`src/rtl/ptmr_pkg.sv`:
```
package ptmr_pkg;

    localparam int DATA_W = 8;
    localparam int SEL_W  = 2;

    // control/status bit positions (software-visible layout)
    localparam int B_OVF_F   = 7;
    localparam int B_PER_F   = 6;
    localparam int B_OVF_EN  = 5;
    localparam int B_PER_EN  = 4;
    localparam int B_OVF_ACK = 3;
    localparam int B_PER_ACK = 2;

    typedef struct packed {
        logic ovf;
        logic per;
    } evt_t;

    function automatic logic [DATA_W-1:0] pack_csr(evt_t flg, evt_t en,
                                                   logic [SEL_W-1:0] sel);
        logic [DATA_W-1:0] v;
        v = '0;
        v[B_OVF_F]   = flg.ovf;
        v[B_PER_F]   = flg.per;
        v[B_OVF_EN]  = en.ovf;
        v[B_PER_EN]  = en.per;
        v[SEL_W-1:0] = sel;
        return v;
    endfunction

endpackage

```
`src/rtl/ptmr_chain.sv`:
```
module ptmr_chain
    import ptmr_pkg::*;
#(
    parameter int PRE_W = 2,
    parameter int CNT_W = 8
) (
    input  logic             clk,
    input  logic             rst,
    input  logic [SEL_W-1:0] sel_act,
    output logic [CNT_W-1:0] count,
    output logic             ovf_wrap,
    output logic             base_wrap,
    output logic             per_wrap
);
    localparam int OVF_W   = PRE_W + CNT_W;
    localparam int BASE_W  = OVF_W + 1;
    localparam int TAPS    = 1 << SEL_W;
    localparam int CHAIN_W = BASE_W + TAPS - 1;

    logic [CHAIN_W-1:0] chain;
    logic [TAPS-1:0]    tap_wrap;

    always_ff @(posedge clk) begin
        if (rst) chain <= '0;
        else     chain <= chain + 1'b1;
    end

    // one terminal-count detector per selectable periodic rate
    for (genvar i = 0; i < TAPS; i++) begin : g_tap
        assign tap_wrap[i] = &chain[BASE_W+i-1:0];
    end

    assign ovf_wrap  = &chain[OVF_W-1:0];
    assign base_wrap = tap_wrap[0];
    assign per_wrap  = tap_wrap[sel_act];
    assign count     = chain[OVF_W-1:PRE_W];

endmodule

```
`src/rtl/ptmr_regs.sv`:
```
module ptmr_regs
    import ptmr_pkg::*;
#(
    parameter int              ADDR_W   = 4,
    parameter int              CNT_W    = 8,
    parameter logic [ADDR_W-1:0] ADDR_CSR = ADDR_W'(8),
    parameter logic [ADDR_W-1:0] ADDR_CNT = ADDR_W'(9)
) (
    input  logic              clk,
    input  logic              rst,
    input  logic [ADDR_W-1:0] addr,
    input  logic              wr_en,
    input  logic              rd_en,
    input  logic [5:0]        wbits,
    input  logic [CNT_W-1:0]  count,
    input  logic              ovf_wrap,
    input  logic              base_wrap,
    input  logic              per_wrap,
    output logic [DATA_W-1:0] rdata,
    output logic              irq,
    output logic [SEL_W-1:0]  sel_act,
    output logic              sel_chg,
    output evt_t              flags
);
    evt_t             en;
    evt_t             ack;
    logic [SEL_W-1:0] sel_req;
    logic             csr_wr;

    assign csr_wr  = wr_en && (addr == ADDR_CSR);
    assign ack.ovf = csr_wr && wbits[B_OVF_ACK];
    assign ack.per = csr_wr && wbits[B_PER_ACK];
    assign sel_chg = csr_wr && (wbits[SEL_W-1:0] != sel_req);

    always_ff @(posedge clk) begin
        if (rst) begin
            flags   <= '0;
            en      <= '0;
            sel_req <= '0;
            sel_act <= '0;
        end else begin
            // a set event outranks an acknowledge on the same edge
            flags.ovf <= ovf_wrap || (flags.ovf && !ack.ovf);
            flags.per <= per_wrap || (flags.per && !ack.per);
            if (csr_wr) begin
                en.ovf  <= wbits[B_OVF_EN];
                en.per  <= wbits[B_PER_EN];
                sel_req <= wbits[SEL_W-1:0];
            end
            if (base_wrap) sel_act <= sel_req;
        end
    end

    assign irq = (flags.ovf && en.ovf) || (flags.per && en.per);

    always_comb begin
        rdata = '0;
        if (rd_en) begin
            if (addr == ADDR_CNT)      rdata = DATA_W'(count);
            else if (addr == ADDR_CSR) rdata = pack_csr(flags, en, sel_req);
        end
    end

endmodule

```
`src/rtl/ptmr_wdog.sv`:
```
module ptmr_wdog #(
    parameter int WD_W = 3
) (
    input  logic clk,
    input  logic rst,
    input  logic tick,
    input  logic clr,
    output logic bite
);
    logic [WD_W-1:0] cnt;

    always_ff @(posedge clk) begin
        if (rst) begin
            cnt  <= '0;
            bite <= 1'b0;
        end else begin
            bite <= tick && (&cnt) && !clr;
            if (clr)       cnt <= '0;
            else if (tick) cnt <= cnt + 1'b1;
        end
    end

endmodule

```
`src/rtl/ptmr_core.sv`:
```
module ptmr_core
    import ptmr_pkg::*;
#(
    parameter int ADDR_W = 4,
    parameter int PRE_W  = 2,
    parameter int CNT_W  = 8,
    parameter int WD_W   = 3,
    parameter logic [ADDR_W-1:0] ADDR_CSR = ADDR_W'(8),
    parameter logic [ADDR_W-1:0] ADDR_CNT = ADDR_W'(9),
    parameter logic [ADDR_W-1:0] ADDR_WDC = ADDR_W'(15)
) (
    input  logic              clk,
    input  logic              rst,
    input  logic [ADDR_W-1:0] addr,
    input  logic              wr_en,
    input  logic              rd_en,
    input  logic [DATA_W-1:0] wdata,
    output logic [DATA_W-1:0] rdata,
    output logic              irq,
    output logic              wdog_rst
);
    logic [CNT_W-1:0] count;
    logic             ovf_wrap, base_wrap, per_wrap;
    logic [SEL_W-1:0] sel_act;
    logic             sel_chg;
    logic             wdc_hit;
    evt_t             flg;

    assign wdc_hit = wr_en && (addr == ADDR_WDC) && (wdata == '0);

    ptmr_chain #(.PRE_W(PRE_W), .CNT_W(CNT_W)) u_chain (
        .clk(clk), .rst(rst), .sel_act(sel_act), .count(count),
        .ovf_wrap(ovf_wrap), .base_wrap(base_wrap), .per_wrap(per_wrap)
    );

    ptmr_regs #(.ADDR_W(ADDR_W), .CNT_W(CNT_W),
                .ADDR_CSR(ADDR_CSR), .ADDR_CNT(ADDR_CNT)) u_regs (
        .clk(clk), .rst(rst), .addr(addr), .wr_en(wr_en), .rd_en(rd_en),
        .wbits(wdata[5:0]), .count(count), .ovf_wrap(ovf_wrap),
        .base_wrap(base_wrap), .per_wrap(per_wrap), .rdata(rdata),
        .irq(irq), .sel_act(sel_act), .sel_chg(sel_chg), .flags(flg)
    );

    ptmr_wdog #(.WD_W(WD_W)) u_wdog (
        .clk(clk), .rst(rst), .tick(per_wrap),
        .clr(wdc_hit || sel_chg), .bite(wdog_rst)
    );

endmodule

```
`config.mk`:
```
export PLATFORM = sky130hd
export DESIGN_NAME = ptmr_core
export DESIGN_NICKNAME = d
export VERILOG_FILES = /design/src/rtl/ptmr_pkg.sv /design/src/rtl/ptmr_chain.sv /design/src/rtl/ptmr_regs.sv /design/src/rtl/ptmr_wdog.sv /design/src/rtl/ptmr_core.sv
export SDC_FILE = /design/constraint.sdc
export NUM_CORES = 1
export LEC_CHECK = 0
export ABC_AREA = 1
export ABC_CLOCK_PERIOD_IN_PS = 2800
export BUFFER_PORTS_ARGS = -buffer_cell sky130_fd_sc_hd__buf_2
export CAP_MARGIN = 15
export CORE_MARGIN = 1
export CORE_UTILIZATION = 30
export DETAILED_ROUTE_END_ITERATION = 7
export PLACE_DENSITY_LB_ADDON = 0.12
export SETUP_SLACK_MARGIN = 0.4
export SLEW_MARGIN = 20
export SYNTH_ARGS = -nofsm -noshare
export SYNTH_HDL_FRONTEND = slang
export SYNTH_HIERARCHICAL = 1
export SYNTH_SLANG_ARGS = --single-unit
```
`constraint.sdc`:
```
create_clock -name clk -period 2.8 [get_ports clk]
set_input_delay 0.42 -clock clk [delete_from_list [all_inputs] [get_ports clk]]
set_output_delay 0.42 -clock clk [all_outputs]
set_load 0.01 [all_outputs]
```
Yosys cells after proc, flatten, opt, wreduce, memory -nomap -nowiden
Index checks and enable logic that the tools add are counted.
- flip-flop bits (word level): 26
- word-level logic and storage cells: 48
- reductions and logical operators: 27
- magnitude comparators: 1
- equal/unequal tests: 4
- add/sub/neg operators: 2
- mux-type cells: 5
- operator list (cell ; number):
    8-bit 2-to-1 mux ; 3
    14-bit by 1-bit adder with 14-bit output (second input constant) ; 1
    14-bit AND reduction ; 1
    13-bit AND reduction ; 1
    4-bit equality test (second input constant) ; 3
    1-bit logical AND ; 12
    12-bit AND reduction ; 1
    11-bit AND reduction ; 1
    10-bit AND reduction ; 1
    8-bit logical NOT ; 1
    1-bit logical OR ; 4
    3-bit by 1-bit adder with 3-bit output (second input constant) ; 1
    1-bit logical NOT ; 3
    2-bit by 3-bit < comparator with 1-bit output (second input constant) ; 1
    3-bit AND reduction ; 1
    1-bit binary-select mux with 2-bit select ; 1
    2-bit inequality test ; 1
    2-bit OR reduction ; 1
    1-bit 2-to-1 mux ; 1

Longest topological paths before layout
- depth after elaboration: 6
- gate-level depth with buffers: 11

By module
The synthesis kept the hierarchy.
- by module, submodules not included (module ; cells an instance ; seq. area each (sq um) ; area each (sq um) ; times used):
    ptmr_chain ; 111 ; 280.3 ; 779.5 ; 1
    ptmr_regs ; 68 ; 160.2 ; 470.5 ; 1
    ptmr_wdog ; 26 ; 80.1 ; 182.7 ; 1
    ptmr_core ; 18 ; 0.0 ; 70.1 ; 1

Worst setup path after synthesis
Ideal clock, no wire load.
- path type: input-to-output
- start point: input addr[3]
- end point: output rdata[0]
- data arrival time: 1.050 ns
- setup slack: 1.330 ns
- data required time: 2.380 ns
- stages on the path: 4
- cells stage by stage: inv_1 nor2_4 nand3_2 o21ai_0
- cells in the longest elaborated chain, start to end: 4
- elaborated cells between the ends (all ways): 5
- those cells by class: 2 x eq/ne; 3 x mux
- RTL lines (item ; RTL line ; source):
    from (decl) ; ptmr_core.sv:14 ; input logic [ADDR_W-1:0] addr,
    4-bit equality test ; ptmr_regs.sv:60 ; else if (addr == ADDR_CSR) rdata = pack_csr(flags, en, sel_req);
    8-bit 2-to-1 mux ; ptmr_regs.sv:60 ;
    8-bit 2-to-1 mux (*) ; ptmr_regs.sv:59 ; if (addr == ADDR_CNT) rdata = DATA_W'(count);
    8-bit 2-to-1 mux (*) ; ptmr_regs.sv:58 ; if (rd_en) begin
    to (decl) ; ptmr_core.sv:18 ; output logic [DATA_W-1:0] rdata,
Mark *: on every way between the ends. The rest lies on a longest branch, timed or not.

Worst setup path after layout
- start point: input addr[2]
- end point: output rdata[6]
The elaborated chain is that of the path after synthesis.

==> results.txt <==
----------------------------------------------------
[Status]
  Outcome ... finished clean

[Power and ir drop]
  Leakage power ... about 0.7 nW
  Internal power summed over all cells ... 0.5183 mW
  Logic gate share of total power ... under 10%
  Sequential share of power ... 56.0%
  Net Switching ... 0.1569 mW
  Switching share of power ... 23.24%
  Share of power burned in the clock network ... a little under two fifths
  Worst vdd rail ir drop ... about 0.20 mV
  Areal power density over the cells ... roughly 400 nW/um^2
  Tot Pwr ... ~0.68 mW

[Global routing]
  Number of global-route vias before repair ... about 1300
  First-pass GRT wire length ... around 6000 microns
  GRT Total Usage ... 14.60%
  Maximum number of pins on one net before global-route repair ... 15
  Antenna violations before repair ... 0
  Gr ovfl total ... 0

[Logic synthesis]
  Mapped Nets ... 242
  Number of flip-flops and latches in the synthesized netlist ... 26
  Top area cells in the synthesized netlist ... sky130_fd_sc_hd__dfxtp_1 35%, sky130_fd_sc_hd__nand2_1 13%, sky130_fd_sc_hd__inv_1 9.0%, sky130_fd_sc_hd__nor2_1 7.7%, sky130_fd_sc_hd__a21oi_1 4.7%
  Fraction of synthesized cell area taken by the top area cell type ... between 30% and 40%
  Number of distinct library cells after synthesis ... 25
  Post-synthesis average cell area ... between 6 and 7 sq um
  Count of synthesis-stage warnings from yosys ... 6
  Library cell with the largest summed area after synthesis ... sky130_fd_sc_hd__dfxtp_1
  Sequential cell area fraction in the yosys report ... between 30% and 40%
  Cell count after synthesis ... ~220
  Synth Cell Area ... approximately 1500 sq um

[STA]
  Hold Worst Slack ... between 400 and 500 ps
  Pin slew with the least headroom to its limit ... just under 300 ps
  Max-slew headroom at the worst pin ... 80.74%
  RSZ-0062 raised after global routing ... false
  Final setup slack of the worst path ... 1037 ps
  Share of the clock period used by the worst path after layout ... between 60% and 70%
  Clock period minus worst slack ... approximately 1800 ps
  Endpoints failing setup ... 0
  Achievable clock frequency ... 567.3 MHz
  Final Max Slew Viols ... 0
  Setup Skew ... about 1.3 ps
  Final number of hold-violating endpoints ... 0
  Final sum of negative setup slack ... 0 ps

[Clock network]
  Clock Latency Late Sink ... roughly 270 ps
  H-tree Lvls ... 1
  Resize count post-CTS ... 0
  Clock slew seen by the registers of the worst setup and hold paths ... around 90 ps
  Total clock buffers created by CTS ... 3
  CTS Root Cell ... sky130_fd_sc_hd__clkbuf_8
  Hold_buf cts ... 0
  Total setup buffers inserted after CTS ... 0
  TritonCTS clock tree ... done
  Clock tree buffer depth ... 2
  # clock sinks ... 26

[Drt]
  First-pass detailed-route iteration total ... 4
  DR DRC count ... 0
  Total wirelength of the detailed-routed design ... about 3300 microns
  Number of vias per cell after detailed routing ... around 4.3
  Routed vias ... roughly 1300
  Iteration-0 DRC Markers ... slightly above 70
  Post-DRT Antenna Nets ... 0
  DR WL/cell ... roughly 11 microns

[Critical path]
  Worst r2r path cells ... 10
  Register-to-register setup slack ... ~1100 ps
  Critical Path AT ... around 1300 ps
  Max FO, Critical Path ... 9
  Crit Path Class ... in2out
  Worst flop-to-flop path endpoint ... u_wdog/cnt[0]
  Element type at the critical path end ... output pin
  Critical register-to-register path startpoint ... u_chain/chain[0]
  Type of origin of the critical path ... input port
  Worst EP required ... around 2400 ps

[Min path]
  Hold_sp ... wdata[4]
  Number of cells on the worst hold path ... 3
  Worst min path class ... in2reg
  Hold EP ... u_regs/en[0]

[Finish]
  Final core utilization ... 35.58%
  Number of antenna diodes ... 0
  Nets ... between 200 and 300
  Proportion of layout cells with a drive suffix above 1 ... between 20% and 30%
  Final standard cell area without fillers ... ~1700 sq um
  Area growth from synthesis to layout ... 13.32%
  Leading cell types in the layout, fill and taps excluded ... 51 x sky130_fd_sc_hd__nand2_1, 36 x sky130_fd_sc_hd__inv_1, 31 x sky130_fd_sc_hd__nor2_1, 26 x sky130_fd_sc_hd__dfxtp_1, 25 x sky130_fd_sc_hd__buf_2
  Leading cell type in the layout, fill and taps excluded ... sky130_fd_sc_hd__nand2_1
  Post-layout instance count excluding filler cells ... 310

[Placed design]
  Routability congestion estimate ... 0.7651
  Half-perimeter wire length of the detailed placement result ... about 2600 microns
  Post-Place Worst Slack ... 1035 ps
  Post-place instance area ... roughly 1600 sq um
  Placed cell count ... a little over 300
  Number of I/O port buffers ... 25

[Floorplanning]
  Starting Density ... 31.40%
  Area of the core region ... 4786 sq um
  Number of top-level pins ... 26
  Floorplan die height ... 72.78 microns
  Row cnt ... 25
  Area enclosed by the die boundary ... about 5300 sq um
  Die extent in x ... 72.78 microns

[Job]
  Maxcap violations ... 0

----------------------------------------------------
==> kinds of logic (layout without fill, tap and decap cells) <==
kind of cell             after synthesis  in the layout  synth area share [%]
AND/OR/NAND/NOR                      116            116                 37.63
buffers and inverters                 49             69                 14.24
AO/OA/AOI/OAI                         27             27                 9.826
flip-flops                            26             26                 34.64
adder cells (fa/ha/maj)                3              3                 2.498
XOR/XNOR                               2              2                 1.166
==> worst max path at each step <==
stage	start	end	slack, ps	cells past startpoint
CTS	addr[2]	rdata[5]	1030	7
global route	u_chain/chain[0]	u_wdog/cnt[0]	930	10
floorplan	addr[3]	rdata[0]	1330	4
global placement	addr[2]	rdata[7]	1040	5
finish	addr[2]	rdata[6]	1040	7
detailed placement	addr[2]	rdata[5]	1040	7
==> critical path: stages <==
cell and delay [ps]:
sky130_fd_sc_hd__buf_2 120, sky130_fd_sc_hd__nor2_4 210, sky130_fd_sc_hd__nand3_2 130, sky130_fd_sc_hd__inv_2 120, sky130_fd_sc_hd__nand2_1 50, sky130_fd_sc_hd__o21ai_0 110
sky130_fd_sc_hd__buf_2 180
==> layer usage <==
metal	track usage, %	up-vias	share of wire [%]	wire (microns)
met1	18.73	588	49	1610
met5	0	-	0	0
met2	24.09	18	47	1561
met4	4.575	0	0.88	29
li1	-	728	-	-
met3	3.591	2	3.2	106
==> cells in the mapped netlist <==
library cell / number
sky130_fd_sc_hd__nor2_4: 4
sky130_fd_sc_hd__inv_1: 36
sky130_fd_sc_hd__or2_0: 1
sky130_fd_sc_hd__a21oi_1: 14
sky130_fd_sc_hd__a21oi_2: 1
sky130_fd_sc_hd__inv_2: 3
sky130_fd_sc_hd__nand3_2: 7
sky130_fd_sc_hd__nor3b_2: 1
sky130_fd_sc_hd__clkinv_1: 1
sky130_fd_sc_hd__nand2_1: 51
sky130_fd_sc_hd__ha_1: 3
sky130_fd_sc_hd__nor2_2: 4
sky130_fd_sc_hd__clkbuf_1: 1
sky130_fd_sc_hd__xnor2_1: 2
sky130_fd_sc_hd__nand2_2: 2
sky130_fd_sc_hd__o22ai_1: 1
sky130_fd_sc_hd__nand4_1: 9
sky130_fd_sc_hd__a21boi_0: 1
sky130_fd_sc_hd__dfxtp_1: 26
sky130_fd_sc_hd__nand3_1: 5
sky130_fd_sc_hd__a211oi_1: 2
sky130_fd_sc_hd__nor2_1: 31
sky130_fd_sc_hd__o21ai_0: 8
sky130_fd_sc_hd__buf_4: 8
sky130_fd_sc_hd__nor3_1: 1
==> power groups by stage <==
stage | clock network, mW | registers [mW] | logic [mW]
floorplan | 0 | 0.386 | 0.0285
global placement | 0 | 0.387 | 0.0495
detailed placement | 0 | 0.387 | 0.0498
CTS | 0.262 | 0.378 | 0.0500
global route | 0.279 | 0.379 | 0.0560
finish | 0.248 | 0.378 | 0.0492
==> cell type report <==
class	instances	area (sq um)
Tap cell	67	83.83
Inverter	40	150.1
Timing Repair Buffer	25	125.1
Sequential cell	26	520.5
Clock buffer	4	55.05
Fill cell	558	3083
Multi-Input combinational cell	148	768.2
==> flip-flops by register name (all words and copies together) (netlist names) <==
register / cells
u_chain/chain: 14
u_regs/sel_req: 2
u_regs/en: 2
u_wdog/cnt: 3
u_regs/flags: 2
u_regs/sel_act: 2
u_wdog/bite: 1
Note: power is estimated with default switching activity, not from simulation.
